## config.mk

```make
export PLATFORM = sky130hd
export DESIGN_NAME = tsp_timer_top
export DESIGN_NICKNAME = d
export VERILOG_FILES = /design/src/rtl/tsp_pkg.sv /design/src/rtl/tsp_edge.sv /design/src/rtl/tsp_prescale.sv /design/src/rtl/tsp_counter.sv /design/src/rtl/tsp_watchdog.sv /design/src/rtl/tsp_timer_top.sv
export SDC_FILE = /design/constraint.sdc
export NUM_CORES = 1
export LEC_CHECK = 0
export ABC_CLOCK_PERIOD_IN_PS = 3300
export BUFFER_PORTS_ARGS = -buffer_cell sky130_fd_sc_hd__buf_2
export CAP_MARGIN = 20
export CORE_UTILIZATION = 35
export CTS_CLUSTER_DIAMETER = 80
export DETAILED_ROUTE_END_ITERATION = 7
export PLACE_DENSITY = 0.6
export RECOVER_POWER = 50
export SYNTH_ARGS = -nofsm -noshare
export SYNTH_HDL_FRONTEND = slang
export SYNTH_SLANG_ARGS = --single-unit
```

## constraint.sdc

```tcl
create_clock -name clk -period 3.3 [get_ports clk]
set_input_delay 0.165 -clock clk [delete_from_list [all_inputs] [get_ports clk]]
set_output_delay 0.165 -clock clk [all_outputs]
set_load 0.03 [all_outputs]
```

## src/rtl/tsp_pkg.sv

```systemverilog
package tsp_pkg;
    localparam int MODE_W   = 8;
    localparam int PS_W     = 3;
    localparam int BIT_PSA  = 3;
    localparam int BIT_EDGE = 4;
    localparam int BIT_SRC  = 5;
    localparam int BIT_WOFF = 7;

    typedef struct packed {
        logic            wd_off;
        logic            ext_src;
        logic            fall_edge;
        logic            to_wdt;
        logic [PS_W-1:0] ps;
    } mode_t;

    function automatic mode_t decode_mode(input logic [MODE_W-1:0] m);
        mode_t r;
        r.wd_off    = m[BIT_WOFF];
        r.ext_src   = m[BIT_SRC];
        r.fall_edge = m[BIT_EDGE];
        r.to_wdt    = m[BIT_PSA];
        r.ps        = m[PS_W-1:0];
        return r;
    endfunction
endpackage

```

## src/rtl/tsp_edge.sv

```systemverilog
module tsp_edge (
    input  logic clk,
    input  logic rst_n,
    input  logic pin_i,
    input  logic fall_i,
    output logic ev_o
);
    typedef struct packed {
        logic s1;
        logic s2;
        logic prev;
    } edge_st_t;

    edge_st_t s_d, s_q;

    always_comb begin
        s_d      = s_q;
        s_d.s1   = pin_i;
        s_d.s2   = s_q.s1;
        s_d.prev = s_q.s2;
        ev_o     = fall_i ? (~s_q.s2 & s_q.prev) : (s_q.s2 & ~s_q.prev);
    end

    always_ff @(posedge clk or negedge rst_n) begin
        if (!rst_n) s_q <= '0;
        else        s_q <= s_d;
    end


    edge_once_chk: assert property (@(posedge clk) disable iff (!rst_n)
        ev_o |=> (!ev_o || (fall_i != $past(fall_i))));
endmodule

```

## src/rtl/tsp_prescale.sv

```systemverilog
module tsp_prescale #(
    parameter int PRE_W = 8
) (
    input  logic                       clk,
    input  logic                       rst_n,
    input  logic                       ev_i,
    input  logic                       clr_i,
    input  logic [$clog2(PRE_W+1)-1:0] log_ratio_i,
    output logic                       fire_o
);
    typedef struct packed {
        logic [PRE_W-1:0] cnt;
    } pre_st_t;

    pre_st_t          s_d, s_q;
    logic [PRE_W-1:0] mask;

    always_comb begin
        for (int i = 0; i < PRE_W; i++) begin
            mask[i] = (i < int'(log_ratio_i));
        end
    end

    always_comb begin
        s_d    = s_q;
        fire_o = ev_i & ~clr_i & ((s_q.cnt & mask) == mask);
        if (clr_i)     s_d.cnt = '0;
        else if (ev_i) s_d.cnt = s_q.cnt + 1'b1;
    end

    always_ff @(posedge clk or negedge rst_n) begin
        if (!rst_n) s_q <= '0;
        else        s_q <= s_d;
    end


    pre_clear_chk: assert property (@(posedge clk) disable iff (!rst_n)
        clr_i |=> (s_q.cnt == '0));
endmodule

```

## src/rtl/tsp_counter.sv

```systemverilog
module tsp_counter #(
    parameter int CNT_W = 8
) (
    input  logic             clk,
    input  logic             rst_n,
    input  logic             wr_i,
    input  logic [CNT_W-1:0] wdata_i,
    input  logic             inc_i,
    output logic [CNT_W-1:0] q_o
);
    typedef struct packed {
        logic [CNT_W-1:0] val;
    } cnt_st_t;

    cnt_st_t s_d, s_q;

    always_comb begin
        s_d = s_q;
        if (wr_i)       s_d.val = wdata_i;
        else if (inc_i) s_d.val = s_q.val + 1'b1;
        q_o = s_q.val;
    end

    always_ff @(posedge clk or negedge rst_n) begin
        if (!rst_n) s_q <= '0;
        else        s_q <= s_d;
    end


    step_one_chk: assert property (@(posedge clk) disable iff (!rst_n)
        !wr_i |=> ((q_o == $past(q_o)) || (q_o == CNT_W'($past(q_o) + 1'b1))));
endmodule

```

## src/rtl/tsp_watchdog.sv

```systemverilog
module tsp_watchdog #(
    parameter int WDT_BASE = 1024
) (
    input  logic clk,
    input  logic rst_n,
    input  logic en_i,
    input  logic tick_i,
    input  logic clr_i,
    output logic ovf_o
);
    localparam int BW = (WDT_BASE > 2) ? $clog2(WDT_BASE) : 1;
    localparam logic [BW-1:0] LAST = BW'(WDT_BASE - 1);

    typedef struct packed {
        logic [BW-1:0] cnt;
    } wd_st_t;

    wd_st_t s_d, s_q;

    always_comb begin
        s_d   = s_q;
        ovf_o = 1'b0;
        if (!en_i || clr_i) begin
            s_d.cnt = '0;
        end else if (tick_i) begin
            if (s_q.cnt == LAST) begin
                s_d.cnt = '0;
                ovf_o   = 1'b1;
            end else begin
                s_d.cnt = s_q.cnt + 1'b1;
            end
        end
    end

    always_ff @(posedge clk or negedge rst_n) begin
        if (!rst_n) s_q <= '0;
        else        s_q <= s_d;
    end


    wd_restart_chk: assert property (@(posedge clk) disable iff (!rst_n)
        clr_i |=> (s_q.cnt == '0));


    wd_held_chk: assert property (@(posedge clk) disable iff (!rst_n)
        !en_i |=> (s_q.cnt == '0));
endmodule

```

## src/rtl/tsp_timer_top.sv

```systemverilog
module tsp_timer_top
    import tsp_pkg::*;
#(
    parameter int CNT_W    = 8,
    parameter int PRE_W    = 8,
    parameter int WDT_BASE = 1024
) (
    input  logic              clk,
    input  logic              rst_n,
    input  logic              mode_wr,
    input  logic [MODE_W-1:0] mode_wdata,
    output logic [MODE_W-1:0] mode_rdata,
    input  logic              cnt_wr,
    input  logic [CNT_W-1:0]  cnt_wdata,
    output logic [CNT_W-1:0]  cnt_rdata,
    input  logic              cyc_tick,
    input  logic              ext_pin,
    input  logic              wdt_tick,
    input  logic              wdt_clr,
    input  logic              sleep_req,
    input  logic              cfg_wdt_force,
    input  logic              cfg_wdt_sw_ok,
    output logic              wdt_rst
);
    localparam int LR_W = $clog2(PRE_W + 1);

    typedef struct packed {
        logic [MODE_W-1:0] mode;
        logic              rst_req;
    } top_st_t;

    top_st_t         s_d, s_q;
    mode_t           m;
    logic            pin_ev, src_ev, wd_en, wd_clr, base_ovf;
    logic            pre_in, pre_clr, pre_fire, cnt_inc, timeout;
    logic [LR_W-1:0] log_ratio;

    always_comb begin
        m         = decode_mode(s_q.mode);
        src_ev    = m.ext_src ? pin_ev : cyc_tick;
        wd_en     = cfg_wdt_force | (cfg_wdt_sw_ok & ~m.wd_off);
        wd_clr    = wdt_clr | sleep_req;
        pre_in    = m.to_wdt ? base_ovf : src_ev;
        pre_clr   = (cnt_wr & ~m.to_wdt)
                  | (mode_wr & (mode_wdata[BIT_PSA] != s_q.mode[BIT_PSA]))
                  | (m.to_wdt & wd_clr);
        log_ratio = m.to_wdt ? LR_W'(m.ps) : LR_W'(m.ps) + 1'b1;
        cnt_inc   = m.to_wdt ? src_ev : pre_fire;
        timeout   = m.to_wdt ? pre_fire : base_ovf;

        s_d         = s_q;
        s_d.rst_req = timeout & wd_en;
        if (mode_wr) s_d.mode = mode_wdata;
    end

    always_ff @(posedge clk or negedge rst_n) begin
        if (!rst_n) begin
            s_q.mode    <= '1;
            s_q.rst_req <= 1'b0;
        end else begin
            s_q <= s_d;
        end
    end

    assign mode_rdata = s_q.mode;
    assign wdt_rst    = s_q.rst_req;

    tsp_edge u_edge (
        .clk    (clk),
        .rst_n  (rst_n),
        .pin_i  (ext_pin),
        .fall_i (m.fall_edge),
        .ev_o   (pin_ev)
    );

    tsp_prescale #(.PRE_W(PRE_W)) u_pre (
        .clk         (clk),
        .rst_n       (rst_n),
        .ev_i        (pre_in),
        .clr_i       (pre_clr),
        .log_ratio_i (log_ratio),
        .fire_o      (pre_fire)
    );

    tsp_counter #(.CNT_W(CNT_W)) u_cnt (
        .clk     (clk),
        .rst_n   (rst_n),
        .wr_i    (cnt_wr),
        .wdata_i (cnt_wdata),
        .inc_i   (cnt_inc),
        .q_o     (cnt_rdata)
    );

    tsp_watchdog #(.WDT_BASE(WDT_BASE)) u_wd (
        .clk    (clk),
        .rst_n  (rst_n),
        .en_i   (wd_en),
        .tick_i (wdt_tick),
        .clr_i  (wd_clr),
        .ovf_o  (base_ovf)
    );


    req_needs_en_chk: assert property (@(posedge clk) disable iff (!rst_n)
        wdt_rst |-> $past(wd_en));


    req_pulse_chk: assert property (@(posedge clk) disable iff (!rst_n)
        wdt_rst |=> !wdt_rst);
endmodule

```

==> results of run 1 <==
## logic make-up after synthesis
logic type | count (synthesis)
AOI/OAI and AO/OA | 49
xor gates and xnor gates | 13
adders and majority gates | 4
buffers and inverters | 16
DFF | 38
muxes | 11
and+or+nand+nor | 100
## power groups by stage
stage                     Sequential, mW  Clock (mW)  Combinational [mW]
final                              0.533       0.325               0.236
after floorplan                    0.571           0               0.145
after CTS                          0.534       0.340               0.240
after detailed placement           0.543           0               0.239
after global routing               0.540       0.362               0.261
after global placement             0.542           0               0.235
## sequential cells by signal (all words and copies together), names as in the netlist
| name | flops |
|---|---|
| u_pre.s_q | 8 |
| mode_rdata | 8 |
| u_edge.s_q | 1 |
| wdt_rst | 1 |
| u_cnt.q_o | 8 |
| u_wd.s_q | 10 |
| u_edge.s_d | 2 |
## stage by stage
stage | total power, mW | area [µm²]
final | 1.09 | 2590
after CTS | 1.11 | 2590
after floorplan | 0.716 | 2260
after global routing | 1.16 | 2590
after global placement | 0.777 | 2490
after detailed placement | 0.782 | 2490
## layer usage
metal	routed length, µm	part of all wire (%)	vias to the layer above	global-route usage [%]
met5	0	0	-	0
met4	25	0.53	0	4.21
met3	215	4.6	4	3.63
met2	2140	46	41	25.1
met1	2310	49	856	20.2
li1	-	-	911	-
## synthesized netlist by cell type, types with 4 or more instances
library cell	instances
mux2_2	7
xnor2_1	7
dfstp_2	8
nor3_1	4
inv_1	8
nand3_1	11
nand2_1	26
mux2i_1	4
xor2_1	6
dfrtp_1	30
o21ai_0	11
ha_1	4
nor2_1	30
a21oi_1	12
## tightest hold or removal path: cells and delay by family
| family | cells | cell delay (ps) |
|---|---|---|
| simple gates | 2 | 90 |
| buf+inv | 1 | 80 |
## cell type report
type                            count  share of cell area [%]
Tap cell                           75                    3.62
Inverter                            8                    1.16
Multi-Input combinational cell    177                    46.1
Clock buffer                        5                    2.65
Sequential cell                    38                    37.0
Timing Repair Buffer               44                    8.63
Clock inverter                      3                   0.820
## worst paths after layout
kind	cells after the start	start	endpoint	slack, ps
worst max register to register	8	mode_rdata[1]$_DFFE_PN1P_	u_cnt.q_o[4]$_DFFE_PN0P_	530
worst max-delay path	8	mode_rdata[1]$_DFFE_PN1P_	u_cnt.q_o[4]$_DFFE_PN0P_	530
min in group asynchronous	1	rst_n	u_pre.s_q[0]$_DFFE_PN0P_	450
worst min register to register	0	u_edge.s_d[1]$_DFF_PN0_	u_edge.s_d[0]$_DFF_PN0_	360
max in group asynchronous	1	rst_n	u_cnt.q_o[3]$_DFFE_PN0P_	1680
worst min-delay path	3	cnt_wdata[2]	u_cnt.q_o[2]$_DFFE_PN0P_	80
==> out/results.ini, run 1 <==
[grt]
grtUsageTotal_pct = 15.4
antenna_found_initial = 0
grt_pass1_wl_mm = 7.87
grt_max_degree = 39
first_global_vias = 1725
grt_overflow = 0

[logic_synthesis]
netlist_instances = 231
synth.ff_latch_count = 38
synth-main-ff-cell = dfrtp_1
async_reset_ff_share_pct = 100
synth_top_area_share_pct = 33.2
synthMuxAreaShare_pct = 5.26
synth-xor-area-share_pct = 5.04
synth_edf_count = 0
ys_top_cells_by_area = dfrtp_1 33%, dfstp_2 9.3%, nor2_1 5.0%
synth_top_family_by_area = simple AND/OR/NAND/NOR gates
syn_nets = 262
yosysSeqAreaShare_pct = 42.5
synth_top_area_cell = dfrtp_1
yosys.area_share.simple_pct = 23.0
syn_area_um2 = 2260
yosysWarnings = 0
synthAdderAreaFrac_pct = 2.22
synth_compound_area_share_pct = 17.4
avgSynthCellArea_um2 = 9.78
synth.distinct_cells = 56

[drt]
dr.pass1.iters = 4
wire_per_inst_um = 13.4
postRouteAntennaNets = 0
route.detailed.drc = 0
vias_per_cell = 5.18
routed_wl_mm = 4.69
route.vias.total = 1812
first_iter_violations = 66

[sta]
setup-violations-final = 0
layout_setup_ws_ps = 530
setup_tns_ps = 0
skew_ps = 9.37
fmax_ghz = 0.361
holdWs_ps = 78.6
drv_slew = 39
finalHoldViolCount = 0
slew_headroom_pct = -36.2
tightest_slew_ps = 2040
period_needed_ps = 2770
period_share_pct = 83.9
rsz0062_at_grt = no

[power]
power_per_cell_area_nw_per_um2 = 422
swShare_pct = 33.0
power.share.clock_pct = 29.7
vdd_drop_max_mv = 0.304
p_leak_nw = 1.16
p_comb_share_pct = 21.6
p_seq_share_pct = 48.7
p_int_uw = 733
p_switching_uw = 361

[final_layout]
area_growth_pct = 14.8
diodes = 0
fin_nets = 305
final_cell_mix = 42 x buf_2, 30 x nor2_1, 30 x dfrtp_1
fill_cells = 603
final_core_util_pct = 42.8
seq_area_um2 = 961
drive_gt1_share_pct = 29.8
fin_cells = 350
multi_input_area_um2 = 1190
final_common_cell = buf_2

[die]
start_util_pct = 37.3
placementRows = 28
core_um2 = 6060
die_h_um = 82.3
fp.dieArea_um2 = 6780
die_w_um = 82.3
io_pins = 44

[worst_setup_path]
critPathTopFamily = compound AO/OA/AOI/OAI gates
path_class = reg -> reg
path_buf_inv = 0
slowest_delay_ps = 640
worst_ep_required_time_ps = 3470
cp_slowest_cell = dfstp_1
crit_top_cell = a21oi_1
path_cells = ha_1 > and2_1 > a21oi_1 > o31ai_1 > nand2_1 > o31ai_4 > a21oi_1 > or3b_1
worst_setup_path_start_kind = flip-flop
arrival_ps = 2940
end_kind = flip-flop
path_max_fanout = 12

[cts]
clkTransAtPathRegs_ps = 80
post-cts-setup-buffers = 0
clk_latency_ps = 290
cts_root_buf = clkbuf_8
cts_made_buffers = 5
cts_buffer_depth = 2
cts_resized = 0
cts_tree = built
cts.sinks = 38
ctsHoldBuffers = 1
h-tree-depth = 2

[placement]
dp_slack_ps = 595
io_buffers = 43
dpl.cell_count = 341
gp_congestion = 0.777
hpwl_mm = 3.42

[min_path]
hp-class = in -> reg

[run_status]
violations = max-capacitance violations, max-slew violations
status = finished with violations

[run]
cap_violations = 1

Power figures use the tool's default switching activity.
==> inputs of run 2 (changes only) <==
- ABC_AREA: unset -> 1
- ABC_CLOCK_PERIOD_IN_PS: 3300 -> 2790
- clock period: 3.3 -> 2.79 ns (I/O delays scaled with it)
==> out/results.ini, run 2 <==
[final_layout]
fin_cells = 404  ; +15%
largest-register = u_wd.s_q
area_growth_pct = 17.3
final_area_um2 = 2630  ; +1.5%
fill_cells = 629  ; +4.3%
multi_input_area_um2 = 1090  ; -8.5%
largest_register_ff_count = 10  ; unchanged
drive_gt1_share_pct = 19.1  ; -11 points
final_cell_mix = 81 x nand2_1, 30 x buf_2, 30 x dfrtp_1
final_common_cell = nand2_1
diodes = 0  ; unchanged
seq_area_um2 = 961  ; unchanged
fin_nets = 360  ; +18%
final_core_util_pct = 43.4  ; +0.64 points

[placement]
gp_congestion = 0.889  ; +14%
placed_area_um2 = 2520  ; +0.85%
dpl.cell_count = 395  ; +16%
dp_slack_ps = 873  ; +278 ps
io_buffers = 43  ; unchanged
hpwl_mm = 3.54  ; +3.3%

[power]
vdd_drop_max_mv = 0.263  ; -13%
p_leak_nw = 1.26  ; +8.8%
power_per_cell_area_nw_per_um2 = 546  ; +29%

[sta]
drv_slew = 0  ; -100%
period_needed_ps = 2070  ; -703 ps
skew_ps = 12.8  ; +3.47 ps
slew_headroom_pct = 44.4  ; +81 points
fmax_ghz = 0.484  ; +34%
finalHoldViolCount = 0  ; unchanged
setup_tns_ps = 0  ; unchanged
period_share_pct = 74.1  ; -9.8 points
rsz0062_at_grt = no
layout_setup_ws_ps = 722  ; +193 ps
setup-violations-final = 0  ; unchanged
tightest_slew_ps = 834  ; -1210 ps

[grt]
antenna_found_initial = 0  ; unchanged
grt_pass1_wl_mm = 7.88  ; about the same
first_global_vias = 1740  ; +0.87%
grtUsageTotal_pct = 15.6  ; +0.20 points
grt_overflow = 0  ; unchanged
grt_max_degree = 39  ; unchanged

[cts]
cts_made_buffers = 5  ; unchanged
clkTransAtPathRegs_ps = 70  ; about the same
clk_latency_ps = 300  ; about the same
cts.sinks = 38  ; unchanged
cts_buffer_depth = 2  ; unchanged
h-tree-depth = 2  ; unchanged
post-cts-setup-buffers = 0  ; unchanged
cts_root_buf = clkbuf_8
ctsHoldBuffers = 2  ; +1
cts_tree = built
cts_resized = 0  ; unchanged

[worst_setup_path]
r2r_cells = 9  ; +1
r2r_end = u_cnt.q_o[4]$_DFFE_PN0P_
worst_ep_required_time_ps = 3020  ; -450 ps
slowest_delay_ps = 860  ; +220 ps
path_max_fanout = 10  ; -2
ff2ff_setup_slack_ps = 720  ; +190 ps
crit_top_cell = nand2_1
arrival_ps = 2300  ; -640 ps
path_cells = inv_8 > nand3_1 > nand3_2 > o21a_1 > nor2_2 > nand4_4 > nand2_4 > nand2_1 > nand2_1
cp_slowest_cell = dfstp_1
worst_setup_path_start_kind = flip-flop
end_kind = flip-flop
rr_startpoint = mode_rdata[3]$_DFFE_PN1P_
path_class = reg -> reg

[logic_synthesis]
synth_edf_count = 0  ; unchanged
synthAdderAreaFrac_pct = 2.23  ; +0.014 points
synth.ff_latch_count = 38  ; unchanged
synthMuxAreaShare_pct = 0  ; -5.3 points
synth_compound_area_share_pct = 12.8  ; -4.6 points
netlist_instances = 282  ; +22%
synth_top_family_by_area = simple AND/OR/NAND/NOR gates
avgSynthCellArea_um2 = 7.96  ; -19%
async_reset_ff_share_pct = 100  ; unchanged
yosys.area_share.simple_pct = 30.2  ; +7.2 points
syn_area_um2 = 2240  ; -0.61%
syn_nets = 313  ; +19%
yosysSeqAreaShare_pct = 42.8  ; +0.26 points
synth-main-ff-cell = dfrtp_1
yosysWarnings = 0  ; unchanged
synth_top_area_share_pct = 33.4  ; +0.20 points
ys_top_cells_by_area = dfrtp_1 33%, nand2_1 14%, dfstp_2 9.4%
synth_most_common_cell = nand2_1
synth-xor-area-share_pct = 3.51  ; -1.5 points
synth_top_area_cell = dfrtp_1
synth_common_cells = 81 x nand2_1, 30 x dfrtp_1, 29 x inv_1
synth.distinct_cells = 40  ; -29%

[die]
die_w_um = 82.1  ; -0.30%
die_h_um = 82.1  ; -0.30%
start_util_pct = 37.0  ; -0.23 points
io_pins = 44  ; unchanged
fp.dieArea_um2 = 6740  ; -0.59%
core_um2 = 6060  ; unchanged
placementRows = 28  ; unchanged

[min_path]
hold_depth = 3  ; unchanged
min_from = mode_wdata[6]
hp-class = in -> reg
hold_path_end = mode_rdata[6]$_DFFE_PN1P_

[drt]
wire_per_inst_um = 11.6  ; -13%
route.vias.total = 1916  ; +5.7%
dr.pass1.iters = 4  ; unchanged
postRouteAntennaNets = 0  ; unchanged
route.detailed.drc = 0  ; unchanged
first_iter_violations = 91  ; +38%
routed_wl_mm = 4.69  ; unchanged
vias_per_cell = 4.74  ; -8.4%

[run]
cap_violations = 0  ; -1

[run_status]
status = complete, no violations

-- run 2: per-stage QoR --
step	power, mW	hold slack (ps)
after global routing	1.51	41.9
after floorplan	0.879	-156
after global placement	0.972	248
after detailed placement	0.975	249
after CTS	1.46	33.8
final	1.44	37.5
-- run 2: power by group --
part	switching, mW	internal [mW]
logic	0.206	0.0984
clock network	0.197	0.286
registers	0.0525	0.597
-- run 2: routing by layer --
metal	part of all wire (%)	up-vias	global-route usage, %
li1	-	1004	-
met1	50	869	19.9
met2	45	39	25.6
met3	4.2	4	4.33
met4	0.85	0	4.21
met5	0	-	0
-- run 2: final cells by class --
class	count	share of cell area, %
clock inverters	1	1.14
flip-flops and latches	38	36.5
inverters	38	5.80
well taps	75	3.56
clock buffers	6	3.14
repair buffers	45	8.32
multi-input cells	201	41.5
-- run 2: worst max path at each step --
stage | cells past startpoint | startpoint | end
detailed placement | 12 | mode_rdata[0]$_DFFE_PN1P_ | u_cnt.q_o[4]$_DFFE_PN0P_
CTS | 12 | mode_rdata[0]$_DFFE_PN1P_ | u_cnt.q_o[4]$_DFFE_PN0P_
floorplan | 12 | mode_rdata[0]$_DFFE_PN1P_ | u_cnt.q_o[0]$_DFFE_PN0P_
finish | 9 | mode_rdata[3]$_DFFE_PN1P_ | u_cnt.q_o[4]$_DFFE_PN0P_
global route | 12 | mode_rdata[3]$_DFFE_PN1P_ | u_cnt.q_o[4]$_DFFE_PN0P_
global placement | 12 | mode_rdata[1]$_DFFE_PN1P_ | u_cnt.q_o[3]$_DFFE_PN0P_
-- run 2: cell families after synthesis --
logic type / after synthesis
AND/OR/NAND/NOR: 139
AO/OA/AOI/OAI: 49
adder cells (fa/ha/maj): 4
XOR/XNOR: 9
buffers and inverters: 43
flip-flops: 38
-- run 2: worst max-delay path, delay by kind of cell (launching register included) --
family | cells | cell delay, ps
simple gates | 7 | 870
compound gates | 1 | 180
buf+inv | 1 | 80
flops | 1 | 860
==> inputs of run 3 (changes only) <==
- ABC_CLOCK_PERIOD_IN_PS: 2790 -> 1950
- clock period: 2.79 -> 1.95 ns (I/O delays scaled with it)
==> out/results.ini, run 3 (synthesis results as in run 2) <==
[cts]
cts_buffer_depth = 2  ; unchanged
h-tree-depth = 2  ; unchanged
cts_made_buffers = 5  ; unchanged
cts.sinks = 38  ; unchanged
clk_latency_ps = 290  ; about the same
cts_root_buf = clkbuf_8
cts_tree = built
clkTransAtPathRegs_ps = 70  ; about the same

[die]
start_util_pct = 37.0  ; unchanged
core_um2 = 6060  ; unchanged
fp.dieArea_um2 = 6740  ; unchanged
die_w_um = 82.1  ; unchanged
io_pins = 44  ; unchanged
die_h_um = 82.1  ; unchanged
placementRows = 28  ; unchanged

[min_path]
hold_depth = 3  ; unchanged
hp-class = in -> reg

[grt]
grtUsageTotal_pct = 16.4  ; +0.80 points
first_global_vias = 1946  ; +12%
use_met1_pct = 20.0  ; +0.14 points
grt_max_degree = 39  ; unchanged
grt_use_met2_pct = 27.9  ; +2.3 points
grtUsageMet3_pct = 4.33  ; unchanged
grt_pass1_wl_mm = 8.40  ; +6.7%
grt_overflow = 0  ; unchanged
grt-busiest-layer = met2
antenna_found_initial = 0  ; unchanged

[sta]
setup_tns_ps = 0  ; unchanged
finalHoldViolCount = 0  ; unchanged
fmax_ghz = 0.538  ; +11%
holdWs_ps = 20.3  ; -17.3 ps
rsz0062_at_grt = yes
setup-violations-final = 0  ; unchanged
period_share_pct = 95.4  ; +21 points
layout_setup_ws_ps = 89.6  ; -633 ps
period_needed_ps = 1860  ; -207 ps
slew_headroom_pct = 43.1  ; -1.3 points
skew_ps = 6.98  ; -5.86 ps
tightest_slew_ps = 853  ; +19.4 ps
drv_slew = 0  ; unchanged

[final_layout]
fin_nets = 376  ; +4.4%
final_cell_mix = 68 x nand2_1, 42 x buf_2, 30 x dfrtp_1
area_growth_pct = 25.9
multi_input_area_um2 = 1180  ; +7.6%
drive_gt1_share_pct = 31.2  ; +12 points
final_common_cell = nand2_1
final_area_um2 = 2830  ; +7.4%
largest_register_ff_count = 10  ; unchanged
seq_area_um2 = 961  ; unchanged
fill_cells = 619  ; -1.6%
final_core_util_pct = 46.6  ; +3.2 points
largest-register = u_wd.s_q
fin_cells = 421  ; +4.2%
diodes = 0  ; unchanged

[placement]
io_buffers = 43  ; unchanged
dpl.cell_count = 398  ; +0.76%
hpwl_mm = 3.60  ; +1.7%
placed_area_um2 = 2540  ; +0.90%
dp_slack_ps = 71.1  ; -802 ps
gp_congestion = 0.809  ; -9.0%

[drt]
route.vias.total = 2005  ; +4.6%
postRouteAntennaNets = 0  ; unchanged
first_iter_violations = 54  ; -41%
wire_per_inst_um = 11.8  ; +1.6%
dr.pass1.iters = 4  ; unchanged
routed_wl_mm = 4.96  ; +5.8%
vias_per_cell = 4.76  ; +0.42%
route.detailed.drc = 0  ; unchanged

[run_status]
status = complete, no violations

[worst_setup_path]
r2r_cells = 11  ; +2
end_kind = flip-flop
worst_setup_path_start_kind = flip-flop
worst_ep_required_time_ps = 2150  ; -870 ps
path_max_fanout = 4  ; -6
path_class = reg -> reg
arrival_ps = 2060  ; -240 ps

[power]
finalPower_mw = 2.02  ; +41%
p_leak_nw = 1.37  ; +8.7%
vdd_drop_max_mv = 0.402  ; +53%
power_per_cell_area_nw_per_um2 = 715  ; +31%

[run]
cap_violations = 0  ; unchanged

## run 3: what timing repair did
action / in CTS / in global routing
setup endpoints to repair: 0 / 8
hold endpoints to repair: 33 / 0
hold buffers: 4 / 0
resized for setup: 0 / 19
buffers inserted: 0 / 10
## run 3: final cells by class
type / instances / share of cell area, %
multi-input cells: 202 / 41.6
clock inverters: 1 / 0.177
well taps: 75 / 3.32
repair buffers: 60 / 12.4
clock buffers: 7 / 3.05
flip-flops and latches: 38 / 34.0
inverters: 38 / 5.40
## run 3: path summary, 6_finish.rpt
kind                                         start                   endpoint  slack [ps]
setup / recovery           u_wd.s_q[0]$_DFFE_PN0P_   u_pre.s_q[5]$_DFFE_PN0P_          90
hold / removal                       mode_wdata[4]  mode_rdata[4]$_DFFE_PN1P_          20
setup reg to reg           u_wd.s_q[0]$_DFFE_PN0P_   u_pre.s_q[5]$_DFFE_PN0P_          90
hold reg to reg            u_edge.s_d[1]$_DFF_PN0_    u_edge.s_d[0]$_DFF_PN0_         350
max in group asynchronous                    rst_n   u_cnt.q_o[1]$_DFFE_PN0P_         960
min in group asynchronous                    rst_n    u_wd.s_q[9]$_DFFE_PN0P_         450
## run 3: layer usage
| layer | routed length (µm) | vias to the layer above |
|---|---|---|
| li1 | - | 1044 |
| met1 | 2400 | 924 |
| met2 | 2350 | 31 |
| met3 | 158 | 6 |
| met4 | 53 | 0 |
| met5 | 0 | - |
## run 3: critical path, cell delays in order, from the launching register on
cell,delay [ps]
dfrtp_1,370
ha_2,190
nand2_2,70
nor2_4,130
nand2_2,90
nor2_4,130
nand3_4,110
a21oi_4,200
buf_4,170
buf_4,120
inv_1,50
o22ai_1,130
## run 3: report_power, final
part | switching (mW) | internal, mW
Clock | 0.277 | 0.285
Combinational | 0.338 | 0.200
Sequential | 0.0656 | 0.857
Total | 0.680 | 1.34
